File: src/rtl/o2_pkg.sv
package o2_pkg;

    // Shift kind encoding seen at the top-level port
    typedef enum logic [2:0] {
        KIND_LSL = 3'd0,
        KIND_LSR = 3'd1,
        KIND_ASR = 3'd2,
        KIND_ROR = 3'd3,
        KIND_RRX = 3'd4
    } shift_kind_e;

endpackage

File: src/rtl/o2_range_check.sv
// Decides whether the amount is accepted by the selected kind.
module o2_range_check
    import o2_pkg::*;
#(
    parameter int DATA_W = 32,
    parameter int AMT_W  = 6
) (
    input  logic [2:0]       kind,
    input  logic [AMT_W-1:0] amt,
    output logic             illegal
);
    localparam logic [AMT_W:0] AMT_FULL = (AMT_W+1)'(DATA_W);

    logic [AMT_W:0] amt_ext;
    logic           amt_zero;

    assign amt_ext  = {1'b0, amt};
    assign amt_zero = (amt == '0);

    always_comb begin
        unique case (kind)
            KIND_LSL: illegal = (amt_ext >= AMT_FULL);
            KIND_LSR,
            KIND_ASR: illegal = amt_zero || (amt_ext > AMT_FULL);
            KIND_ROR: illegal = amt_zero || (amt_ext >= AMT_FULL);
            KIND_RRX: illegal = 1'b0;
            default:  illegal = 1'b1;
        endcase
    end
endmodule

File: src/rtl/o2_barrel_right.sv
// Logarithmic right shifter: zero fill, constant fill or rotate.
module o2_barrel_right #(
    parameter int DATA_W = 32,
    parameter int AMT_W  = 6
) (
    input  logic [DATA_W-1:0] din,
    input  logic [AMT_W-1:0]  amt,
    input  logic              rotate,
    input  logic              fill,
    output logic [DATA_W-1:0] dout
);
    logic [DATA_W-1:0] stage [0:AMT_W];

    assign stage[0] = din;

    for (genvar k = 0; k < AMT_W; k++) begin : g_stage
        localparam int STEP = 1 << k;
        if (STEP < DATA_W) begin : g_part
            logic [DATA_W-1:0] moved;
            always_comb begin
                if (rotate)
                    moved = {stage[k][STEP-1:0], stage[k][DATA_W-1:STEP]};
                else
                    moved = {{STEP{fill}}, stage[k][DATA_W-1:STEP]};
            end
            assign stage[k+1] = amt[k] ? moved : stage[k];
        end else begin : g_full
            // Step covers the whole word: only fill bits remain
            assign stage[k+1] = amt[k] ? {DATA_W{fill}} : stage[k];
        end
    end

    assign dout = stage[AMT_W];
endmodule

File: src/rtl/o2_carry_pick.sv
// Selects the last bit moved out of a right shift: din[amt-1].
module o2_carry_pick #(
    parameter int DATA_W = 32,
    parameter int AMT_W  = 6
) (
    input  logic [DATA_W-1:0] din,
    input  logic [AMT_W-1:0]  amt,
    output logic              bit_out
);
    localparam int             IDX_W    = $clog2(DATA_W);
    localparam logic [AMT_W:0] AMT_FULL = (AMT_W+1)'(DATA_W);

    logic [AMT_W-1:0] amt_m1;
    logic [IDX_W-1:0] idx;
    logic             in_range;

    assign amt_m1   = amt - 1'b1;
    assign idx      = amt_m1[IDX_W-1:0];
    assign in_range = (amt != '0) && ({1'b0, amt} <= AMT_FULL);
    assign bit_out  = in_range ? din[idx] : 1'b0;
endmodule

File: src/rtl/o2_shifter.sv
// Second-operand shifter: top level.
module o2_shifter
    import o2_pkg::*;
#(
    parameter int DATA_W = 32,
    parameter int AMT_W  = 6
) (
    input  logic [DATA_W-1:0] operand_in,
    input  logic [2:0]        shift_kind,
    input  logic [AMT_W-1:0]  shift_amt,
    input  logic              carry_in,
    output logic [DATA_W-1:0] result,
    output logic              carry_out,
    output logic              amt_illegal
);
    shift_kind_e       kind;
    logic              illegal;
    logic              left;
    logic [DATA_W-1:0] rev_in;
    logic [DATA_W-1:0] core_in;
    logic [DATA_W-1:0] core_out;
    logic [DATA_W-1:0] core_out_rev;
    logic              picked;

    assign kind = shift_kind_e'(shift_kind);
    assign left = (kind == KIND_LSL);

    // A left shift is done as a right shift of the bit-reversed word
    for (genvar i = 0; i < DATA_W; i++) begin : g_rev
        assign rev_in[i]       = operand_in[DATA_W-1-i];
        assign core_out_rev[i] = core_out[DATA_W-1-i];
    end

    assign core_in = left ? rev_in : operand_in;

    o2_range_check #(.DATA_W(DATA_W), .AMT_W(AMT_W)) u_range (
        .kind    (shift_kind),
        .amt     (shift_amt),
        .illegal (illegal)
    );

    o2_barrel_right #(.DATA_W(DATA_W), .AMT_W(AMT_W)) u_barrel (
        .din    (core_in),
        .amt    (shift_amt),
        .rotate (kind == KIND_ROR),
        .fill   ((kind == KIND_ASR) & operand_in[DATA_W-1]),
        .dout   (core_out)
    );

    o2_carry_pick #(.DATA_W(DATA_W), .AMT_W(AMT_W)) u_carry (
        .din     (core_in),
        .amt     (shift_amt),
        .bit_out (picked)
    );

    always_comb begin
        amt_illegal = illegal;
        result      = operand_in;
        carry_out   = carry_in;
        if (!illegal) begin
            unique case (kind)
                KIND_LSL: begin
                    if (shift_amt != '0) begin
                        result    = core_out_rev;
                        carry_out = picked;
                    end
                end
                KIND_LSR, KIND_ASR, KIND_ROR: begin
                    result    = core_out;
                    carry_out = picked;
                end
                KIND_RRX: begin
                    result    = {carry_in, operand_in[DATA_W-1:1]};
                    carry_out = operand_in[0];
                end
                default: begin
                    result    = operand_in;
                    carry_out = carry_in;
                end
            endcase
        end
    end
endmodule

File: config.mk
export PLATFORM = sky130hd
export DESIGN_NAME = o2_shifter
export DESIGN_NICKNAME = d
export VERILOG_FILES = /design/src/rtl/o2_pkg.sv /design/src/rtl/o2_range_check.sv /design/src/rtl/o2_barrel_right.sv /design/src/rtl/o2_carry_pick.sv /design/src/rtl/o2_shifter.sv
export SDC_FILE = /design/constraint.sdc
export NUM_CORES = 1
export LEC_CHECK = 0
export ABC_AREA = 1
export ABC_CLOCK_PERIOD_IN_PS = 4500
export BUFFER_PORTS_ARGS = -buffer_cell sky130_fd_sc_hd__buf_2
export CORE_MARGIN = 2
export CORE_UTILIZATION = 50
export DETAILED_ROUTE_END_ITERATION = 8
export PLACE_DENSITY = 0.74
export SLEW_MARGIN = 20
export SYNTH_ARGS = -nofsm -noshare
export SYNTH_HDL_FRONTEND = slang
export SYNTH_HIERARCHICAL = 1
export SYNTH_SLANG_ARGS = --single-unit
File: constraint.sdc
create_clock -name vclk -period 4.5
set_input_delay 1.35 -clock vclk [all_inputs]
set_output_delay 1.35 -clock vclk [all_outputs]
set_load 0.03 [all_outputs]
==> metrics.cfg, run 1 <==
[placement]
dpl_worst_slack_ns=-0.7113
gp_congestion=1.038
place_hpwl_mm=19.29
dp.cells=1386
port_buffers=76

[die]
io-pin-count=76
placementRows=36
die_h_um=104.8
die_x_um=104.8
start_util_pct=51.73

[status]
outcome=stopped before the end
error=[ERROR GRT-0232] Routing congestion too high. Check the congestion heatmap in the GUI.
stop_stage=5_1_grt

[sta]
grt-worst-endpoint=result[22]
worst-ep-kind=output port

[synth]
synth.cell_area_um2=5080
yosysWarnings=6
yosysSeqAreaShare_pct=0
synth_cell_types=29
synth_area_per_cell_um2=4.581
synth_cells=1109
synth_area_leader_cell=nand2_1
synth.area.top_cells=nand2_1 (30%), nand3_1 (30%), inv_1 (5.8%)
synth_top_area_share_pct=29.93
syn_nets=1152

[cts]
ctsHoldBuffers=0

[grt]
overflow=163
track_usage_pct=84.43
grt_max_degree=36

synth_stat cells, drive strengths merged:
master,n
nand2,421
nand3,307
inv,88
nor2,85
buf,59
a21oi,46
o21ai,40
nand4,33
clkbuf,23
or2,2
clkinv,1
ha,1
nor3,1
o21bai,1
xor2,1
through the flow:
step           instance area [um2]  setup TNS, ns  utilization (%)
2_1_floorplan                 5708         -1.896                -
3_3_place_gp                  7029         -20.16            71.59
3_5_place_dp                  7029         -20.64            71.59
4_1_cts                       8366         -14.65            85.19
logic make-up after synthesis:
kind of cell / synth area share [%]
simple gates: 74.58
compound gates: 8.842
fa+ha+maj: 0.2463
xor+xnor: 0.1724
buf+inv: 16.16
metal layers:
metal  GRT usage (%)  overflow
met5           34.76         0
met4           92.38        77
met3           71.12         0
met2           98.24        85
met1           82.05         1
timing repair:
action	in CTS
setup endpoints to repair	33
buffers inserted	10
pin swaps	83
resized for setup	289
cloned	6
==> run 2: changes to the inputs <==
--- a/config.mk
+++ b/config.mk
@@ -6,12 +6,12 @@
 export NUM_CORES = 1
 export LEC_CHECK = 0
 export ABC_AREA = 1
-export ABC_CLOCK_PERIOD_IN_PS = 4500
+export ABC_CLOCK_PERIOD_IN_PS = 5900
 export BUFFER_PORTS_ARGS = -buffer_cell sky130_fd_sc_hd__buf_2
 export CORE_MARGIN = 2
-export CORE_UTILIZATION = 50
+export CORE_UTILIZATION = 35
 export DETAILED_ROUTE_END_ITERATION = 8
-export PLACE_DENSITY = 0.74
+export PLACE_DENSITY_LB_ADDON = 0.15
 export SLEW_MARGIN = 20
 export SYNTH_ARGS = -nofsm -noshare
 export SYNTH_HDL_FRONTEND = slang
==> constraint.sdc (replaced) <==
create_clock -name vclk -period 5.9
set_input_delay 1.77 -clock vclk [all_inputs]
set_output_delay 1.77 -clock vclk [all_outputs]
set_load 0.03 [all_outputs]
==> run 2 against run 1 <==
- the flow now finishes, with violations (setup timing)
- synthesized area unchanged
- synthesized cell count unchanged
==> metrics.cfg, run 2 <==
[synth]
yosysWarnings=6
yosysSeqAreaShare_pct=0
synth_cell_types=29
synth_area_leader_cell=nand2_1
synth_top_area_share_pct=29.93
synth_cells=1109
synth_area_per_cell_um2=4.581
synth.cell_area_um2=5080
yosysMostFrequentCell=nand2_1
netlist_top_cells_count=nand2_1 (405), nand3_1 (301), inv_1 (79)
syn_nets=1152
synth.area.top_cells=nand2_1 (30%), nand3_1 (30%), inv_1 (5.8%)

[power]
vdd_ir_drop_max_v=0.00005734
static-leakage-power_uw=0.003622
power_per_cell_area_nw_per_um2=103.5

[sta]
tightest_slew_ns=0.8038
maxSlewHeadroom_pct=46.35
finalSetupViolCount=32
rsz0062_at_grt=yes
finalCriticalPeriod_ns=6.037
setup_slack_ns=-0.1375
slew_viol_final=0
final.period_utilization_pct=102.3
fmax_mhz=165.6
fin_hold_ws_ns=3.952
hold_violations=0

[placement]
port_buffers=76
gp_congestion=1.026
dp.cells=1378
dpl_worst_slack_ns=-0.1473
place_hpwl_mm=17.41

[cts]
ctsHoldBuffers=0

[route]
ant_nets=0
drtPass1Iterations=6
wl_met3_mm=2.514
wl_per_cell_um=17.35
drc=0
vias_per_cell=5.722
vias=7976
drt_iter0_drc=831
wl_met1_mm=10.45
wl_met2_mm=10.49
routed_wl_mm=24.18
routed.top_layer=met4

[grt]
track_usage_pct=28.95
grt_pass1_wl_mm=37.76
grt_max_degree=36
grt_pass1_vias=7044
overflow=0
antenna_found_initial=0

[flow_run]
maxCapViolCount=0

[status]
outcome=finished, violations left
violations=setup timing

[die]
core_um2=14370
io-pin-count=76
die-area_um2=15490
placementRows=44
start_util_pct=35.35
die_x_um=124.5
die_h_um=124.5

[min_path]
holdCritPathClass=input pin to output pin
hold_start=carry_in
min_to=carry_out
min_path_cells=4

[layout]
layout_commonest_cell=nand2_1
diodes=0
layout.area.seq_um2=0
nNetsFinal=1255
final_util_pct=46.86
final_cells=1394
layout_common_cells=nand2_1 (369), nand3_1 (241), buf_4 (125)
nFlopsAndLatches=0
num-clock-buffers=0
drive_gt1_share_pct=28.68
area_growth_syn_to_layout_pct=32.54
multiInputGateArea_um2=4750
fill_cells=1655

[worst_setup_path]
worstPathArrival_ns=4.27
path_class=input pin to output pin
required_ns=4.13
startpoint_type=input pin
critPathCaptureType=output pin
cp_max_fo=6

## run 2: cell counts after synthesis
No cell type changed its count.
## run 2: worst max-delay path, cell delays in order
cell and delay, ns:
buf_6 0.11, nor2_8 0.10, inv_2 0.04, nor2_4 0.20, buf_6 0.19, clkbuf_16 0.16, buf_4 0.10, o21ai_1 0.05
buf_4 0.15, nand2_1 0.10, nand3_1 0.13, nand3_1 0.14, nand3_1 0.13, nand2_1 0.13, nand2_1 0.07, nand3_1 0.10
nand2_1 0.09, nand2_1 0.12, nand2_1 0.06, nor2_1 0.08, a21oi_1 0.07, buf_4 0.17
## run 2: report_power, final
part	switching, uW	internal (uW)	leakage (uW)	total, uW
registers	0	0	0	0
logic	455	243	0.00362	697
clock network	0	0	0	0
## run 2: stage by stage
stage                     setup TNS (ns)  instance area [um2]  total power, uW
after floorplan                        0                 5080            403.7
after global placement            -2.936                 5962            613.2
after detailed placement          -2.517                 5962            609.5
after CTS                         -1.488                 6359            653.1
after global routing              -7.591                 6733            754.2
final                             -2.164                 6733            697.2
## run 2: kinds of logic (layout without fill, tap and decap cells)
logic type	after synthesis	count (layout)	share of synthesized area [%]
compound gates	87	87	8.842
xor+xnor	1	1	0.1724
fa+ha+maj	1	1	0.2463
buf+inv	171	272	16.16
simple gates	849	849	74.58
## run 2: metal layers
metal,up-vias,global-route usage [%]
met5,-,0
met4,0,7.138
met3,58,3.179
met2,469,45.16
met1,3614,42.35
li1,3835,-
## run 2: worst max path at each step
stage,startpoint,endpoint,cells after the start
after floorplan,shift_kind[1],result[15],19
after detailed placement,shift_kind[1],result[17],21
final,shift_kind[0],result[2],22
after global routing,shift_kind[0],result[22],21
after global placement,shift_kind[1],result[17],21
after CTS,shift_kind[1],result[30],24
## run 2: area by class of cell
cell class | instances | share of cell area [%]
multi-input cells | 938 | 70.54
inverters | 89 | 5.148
well taps | 184 | 3.419
repair buffers | 183 | 20.89
## run 2: timing repair
action | in CTS | in global routing
pin swaps | 16 | 18
buffers inserted | 3 | 8
endpoints found under the setup margin | 33 | 33
gates resized for setup | 97 | 73
gates cloned | 2 | 3
No activity file was read; power rests on OpenSTA's default activity.
==> run 3: changes to the inputs <==
--- a/config.mk
+++ b/config.mk
@@ -6,7 +6,7 @@
 export NUM_CORES = 1
 export LEC_CHECK = 0
 export ABC_AREA = 1
-export ABC_CLOCK_PERIOD_IN_PS = 5900
+export ABC_CLOCK_PERIOD_IN_PS = 6350
 export BUFFER_PORTS_ARGS = -buffer_cell sky130_fd_sc_hd__buf_2
 export CORE_MARGIN = 2
 export CORE_UTILIZATION = 35
==> constraint.sdc (replaced) <==
create_clock -name vclk -period 6.35
set_input_delay 1.905 -clock vclk [all_inputs]
set_output_delay 1.905 -clock vclk [all_outputs]
set_load 0.03 [all_outputs]
==> run 3 against run 2 <==
- the flow now finishes without violations
- final cell count down 1.6%
- critical path type unchanged
- die area unchanged
- highest routed layer unchanged
- largest cell class unchanged
- count of clock-buffer cells in the layout is the same
==> metrics.cfg, run 3 (synthesized netlist as in run 2, its figures left out) <==
[worst_setup_path]
cp_max_fo=12
critPathCaptureType=output pin
critPathSlowestCell=a21oi_1
path_common_cell=nand2_1
worstPathArrival_ns=4.34
max_stage_delay_ns=0.18
crit_family=simple AND/OR/NAND/NOR gates
critPathBufInv=6
cp_cell_sequence=buf_6 -> nor2_8 -> inv_2 -> nor2_4 -> buf_12 -> buf_12 -> nand2_1 -> o21ai_1 -> buf_4 -> nand2_2 -> nand3_2 -> nand3_1 -> nand2_2 -> nand2_1 -> nand2_1 -> nand2_2 -> nand2_1 -> nand3_1 -> nand2_2 -> nand2_1 -> nand2_1 -> nor2_1 -> a21oi_1 -> buf_4
required_ns=4.45
startpoint_type=input pin
path_class=input pin to output pin

[sta]
maxSlewHeadroom_pct=42.67
finalSetupViolCount=0
fmax_mhz=160.2
finalCriticalPeriod_ns=6.243
slew_viol_final=0
rsz0062_at_grt=yes
tightest_slew_ns=0.8591
hold_violations=0
final.period_utilization_pct=98.31

[route]
drt_iter0_drc=674
drtPass1Iterations=5
vias_per_cell=5.732
routed_wl_mm=24.63
vias=7858
ant_nets=0
wl_per_cell_um=17.96
drc=0

[layout]
final_cells=1371
drive_gt1_share_pct=33.95
layout_commonest_cell=nand2_1
num-clock-buffers=0
nNetsFinal=1232
post-route-cell-area_um2=6965
diodes=0
nFlopsAndLatches=0
area_growth_syn_to_layout_pct=37.12
layout.area.seq_um2=0
layout_common_cells=nand2_1 (352), nand3_1 (198), nand3_2 (109)
fill_cells=1615

[grt]
grt_pass1_vias=6827
antenna_found_initial=0
grt_max_degree=48
overflow=0
track_usage_pct=28.04
grt_pass1_wl_mm=36.20

[die]
core_um2=14370
placementRows=44
start_util_pct=35.35
die-area_um2=15490
die_h_um=124.5
io-pin-count=76
die_x_um=124.5

[power]
vdd_ir_drop_max_v=0.00005800
static-leakage-power_uw=0.003614
power_per_cell_area_nw_per_um2=95.79

[placement]
place_hpwl_mm=17.36
dp.cells=1358
placed_cell_area_um2=5787
gp_congestion=1.041
port_buffers=76

[min_path]
holdCritPathClass=input pin to output pin

[status]
outcome=finished clean

[flow_run]
maxCapViolCount=0

-- run 3: cell types whose count changed in the layout (fill, tap and decap cells not counted), sizes merged --
cell	before	now
clkbuf	1	4
buf	182	156
-- run 3: final timing paths --
path / cells past startpoint / start / slack (ns) / to
min: 4 / carry_in / 4.23 / carry_out
max: 24 / shift_kind[1] / 0.11 / result[30]
-- run 3: cell type report --
type	count	area [um2]	area share, %
inverters	89	346.6	4.976
multi-input cells	938	5077	72.89
well taps	184	230.2	3.305
repair buffers	160	1311	18.83
-- run 3: timing repair --
action                     CTS  global route
hold buffers                 0             0
hold endpoints to repair     0             0
buffers inserted             0             6
gates resized for setup      0           285
setup endpoints to repair    0            33
-- run 3: worst min-delay path, cell delays in order --
cell     delay [ns]
buf_2          0.11
nor2_1         0.10
a21oi_1        0.05
buf_4          0.16
-- run 3: power by group --
part,internal (uW),switching (uW)
logic,228,439
clock network,0,0
registers,0,0
-- run 3: layer usage --
layer  wire length (um)  share of wire (%)  vias up  global-route usage [%]
li1                   -                  -     3790                       -
met1              10600                 43     3571                   40.50
met2              10670                 43      424                   43.78
met3               2344                9.5       73                   3.179
met4               1017                4.1        0                   7.931
met5                  0                  0        -                       0
-- run 3: stage by stage --
stage | hold WS [ns] | TNS (ns) | power, uW | setup WS [ns] | utilization [%]
after global placement | 4.222 | -0.001154 | 554.0 | -0.001154 | 40.27
after CTS | 4.233 | 0 | 553.2 | 0.01531 | 40.27
after floorplan | 4.022 | 0 | 375.1 | 0.3931 | -
final | 4.226 | 0 | 667.2 | 0.1073 | 48.48
after global routing | 4.246 | -0.6369 | 718.3 | -0.07023 | 48.48
after detailed placement | 4.227 | 0 | 551.4 | 0.02601 | 40.27
==> run 4: changes to the inputs <==
--- a/config.mk
+++ b/config.mk
@@ -6,11 +6,12 @@
 export NUM_CORES = 1
 export LEC_CHECK = 0
 export ABC_AREA = 1
-export ABC_CLOCK_PERIOD_IN_PS = 6350
+export ABC_CLOCK_PERIOD_IN_PS = 7000
 export BUFFER_PORTS_ARGS = -buffer_cell sky130_fd_sc_hd__buf_2
 export CORE_MARGIN = 2
 export CORE_UTILIZATION = 35
 export DETAILED_ROUTE_END_ITERATION = 8
+export MAX_ROUTING_LAYER = met4
 export PLACE_DENSITY_LB_ADDON = 0.15
 export SLEW_MARGIN = 20
 export SYNTH_ARGS = -nofsm -noshare
==> constraint.sdc (replaced) <==
create_clock -name vclk -period 7
set_input_delay 2.1 -clock vclk [all_inputs]
set_output_delay 2.1 -clock vclk [all_outputs]
set_load 0.03 [all_outputs]
==> run 4 against run 3 <==
- flip-flop and latch count did not move
- worst hold slack improved by 0.39 ns
- final cell count fell by 3.1%
- count of clock-buffer cells in the layout did not move
- combinational power fell by 24%
- critical path depth fell by 2
- non-clock buffer count fell by 43
- total power fell by 24%
- die area did not move
- first-iteration DRC count rose by 3.7%
- utilization fell by 8.6 points
- sequential share of layout area did not move
==> metrics.cfg, run 4 (synthesized netlist as in run 2, its figures left out) <==
[status]
outcome=finished clean

[die]
die-area_um2=15490
io-pin-count=76
die_x_um=124.5
die_h_um=124.5
core_um2=14370
start_util_pct=35.35
placementRows=44

[grt]
track_usage_pct=28.36
antenna_found_initial=0
grt_pass1_vias=6496
grt_pass1_wl_mm=35.59
overflow=0
grt_max_degree=69

[worst_setup_path]
cp_cell_sequence=clkbuf_4 -> nor2_8 -> inv_2 -> nor2_4 -> buf_12 -> buf_4 -> clkbuf_16 -> o21ai_1 -> buf_4 -> nand2_1 -> nand3_1 -> nand3_1 -> nand3_1 -> nand2_1 -> o21ai_1 -> nand3_2 -> nand2_2 -> inv_1 -> nand2_1 -> nand3_1 -> a21oi_1 -> buf_2
cp_max_fo=34
path_common_cell=nand3_1
path_class=input pin to output pin
critPathCaptureType=output pin
startpoint_type=input pin
critPathSlowestCell=clkbuf_16
required_ns=4.90
worstPathArrival_ns=4.76
max_stage_delay_ns=0.21

[sta]
final.period_utilization_pct=98.05
fmax_mhz=145.7
maxSlewHeadroom_pct=48.65
slew_viol_final=0
tightest_slew_ns=0.7694
finalSetupViolCount=0
hold_violations=0
finalCriticalPeriod_ns=6.864
setup_slack_ns=0.1363

[power]
power_per_cell_area_nw_per_um2=88.09
seq_power_share_pct=0
static-leakage-power_uw=0.003139
pwr-share-clk_pct=0
vdd_ir_drop_max_v=0.00006670
power.switching_uw=352.1
p_int_uw=153.3
comb_power_share_pct=100.0
swShare_pct=69.67

[layout]
diodes=0
layout_common_cells=nand2_1 (401), nand3_1 (299), inv_1 (79)
num-clock-buffers=0
layout_commonest_cell=nand2_1
nFlopsAndLatches=0
nNetsFinal=1189
drive_gt1_share_pct=16.26
multiInputGateArea_um2=4354
fill_cells=1721
post-route-cell-area_um2=5737
area_growth_syn_to_layout_pct=12.93
layout.area.seq_um2=0

[placement]
place_hpwl_mm=16.88
gp_congestion=1.047
dpl_worst_slack_ns=0.1698
placed_cell_area_um2=5489
port_buffers=76

[route]
vias=7506
drtPass1Iterations=6
drt_iter0_drc=699
drc=0
routed_wl_mm=22.97
vias_per_cell=5.652
ant_nets=0
wl_per_cell_um=17.30

[min_path]
holdCritPathClass=input pin to output pin

[flow_run]
maxCapViolCount=0

## run 4: cell count changes in the layout (fill, tap and decap cells not counted), moves of 14 or more
| cell | change |
|---|---|
| nand3_1 | +101 |
| nand3_2 | -101 |
| buf_4 | -55 |
| nand2_1 | +49 |
| nand2_2 | -49 |
| buf_2 | +25 |
| a21oi_1 | +14 |
| a21oi_2 | -14 |
| buf_6 | -14 |
## run 4: what timing repair did
item	4_1_cts	5_1_grt
setup buffers	0	5
setup endpoints to repair	0	33
hold buffers	0	0
resized for setup	0	39
## run 4: path summary, 6_finish.rpt
check / start / endpoint / slack [ns] / cells after the start
worst max-delay path: shift_kind[1] / result[10] / 0.14 / 22
worst min-delay path: carry_in / carry_out / 4.62 / 4
## run 4: layout make-up
type / instances / area share [%]
repair buffers: 117 / 14.05
well taps: 184 / 4.013
inverters: 89 / 6.041
multi-input cells: 938 / 75.90
## run 4: metal layers
metal	wire length, um	GRT usage (%)	part of all wire [%]	vias to the layer above
li1	-	-	-	3706
met1	10310	42.37	45	3397
met2	10200	42.72	44	374
met3	2055	1.761	8.9	29
met4	412	4.164	1.8	0
met5	0	-	0	-
## run 4: stage by stage
stage / cells / hold WS [ns] / total power [uW] / utilization, % / TNS [ns]
2_1_floorplan: 1109 / 4.412 / 340.3 / - / 0
3_3_place_gp: 1320 / 4.614 / 482.6 / 38.20 / 0
5_1_grt: 1328 / 4.650 / 554.0 / 39.93 / -0.1025
4_1_cts: 1320 / 4.624 / 482.0 / 38.20 / 0
3_5_place_dp: 1320 / 4.627 / 480.0 / 38.20 / 0
6_report: 1328 / 4.619 / 505.4 / 39.93 / 0
## run 4: worst max-delay path: cells and delay by family
| kind | cells | cell delay [ns] |
|---|---|---|
| buffers and inverters | 8 | 1.11 |
| AND/OR/NAND/NOR | 11 | 1.07 |
| AO/OA/AOI/OAI | 3 | 0.44 |
## run 4: power groups by stage
stage | Clock [uW] | Sequential, uW | Combinational [uW]
3_5_place_dp | 0 | 0 | 480
3_3_place_gp | 0 | 0 | 483
4_1_cts | 0 | 0 | 482
6_report | 0 | 0 | 505
5_1_grt | 0 | 0 | 554
2_1_floorplan | 0 | 0 | 340
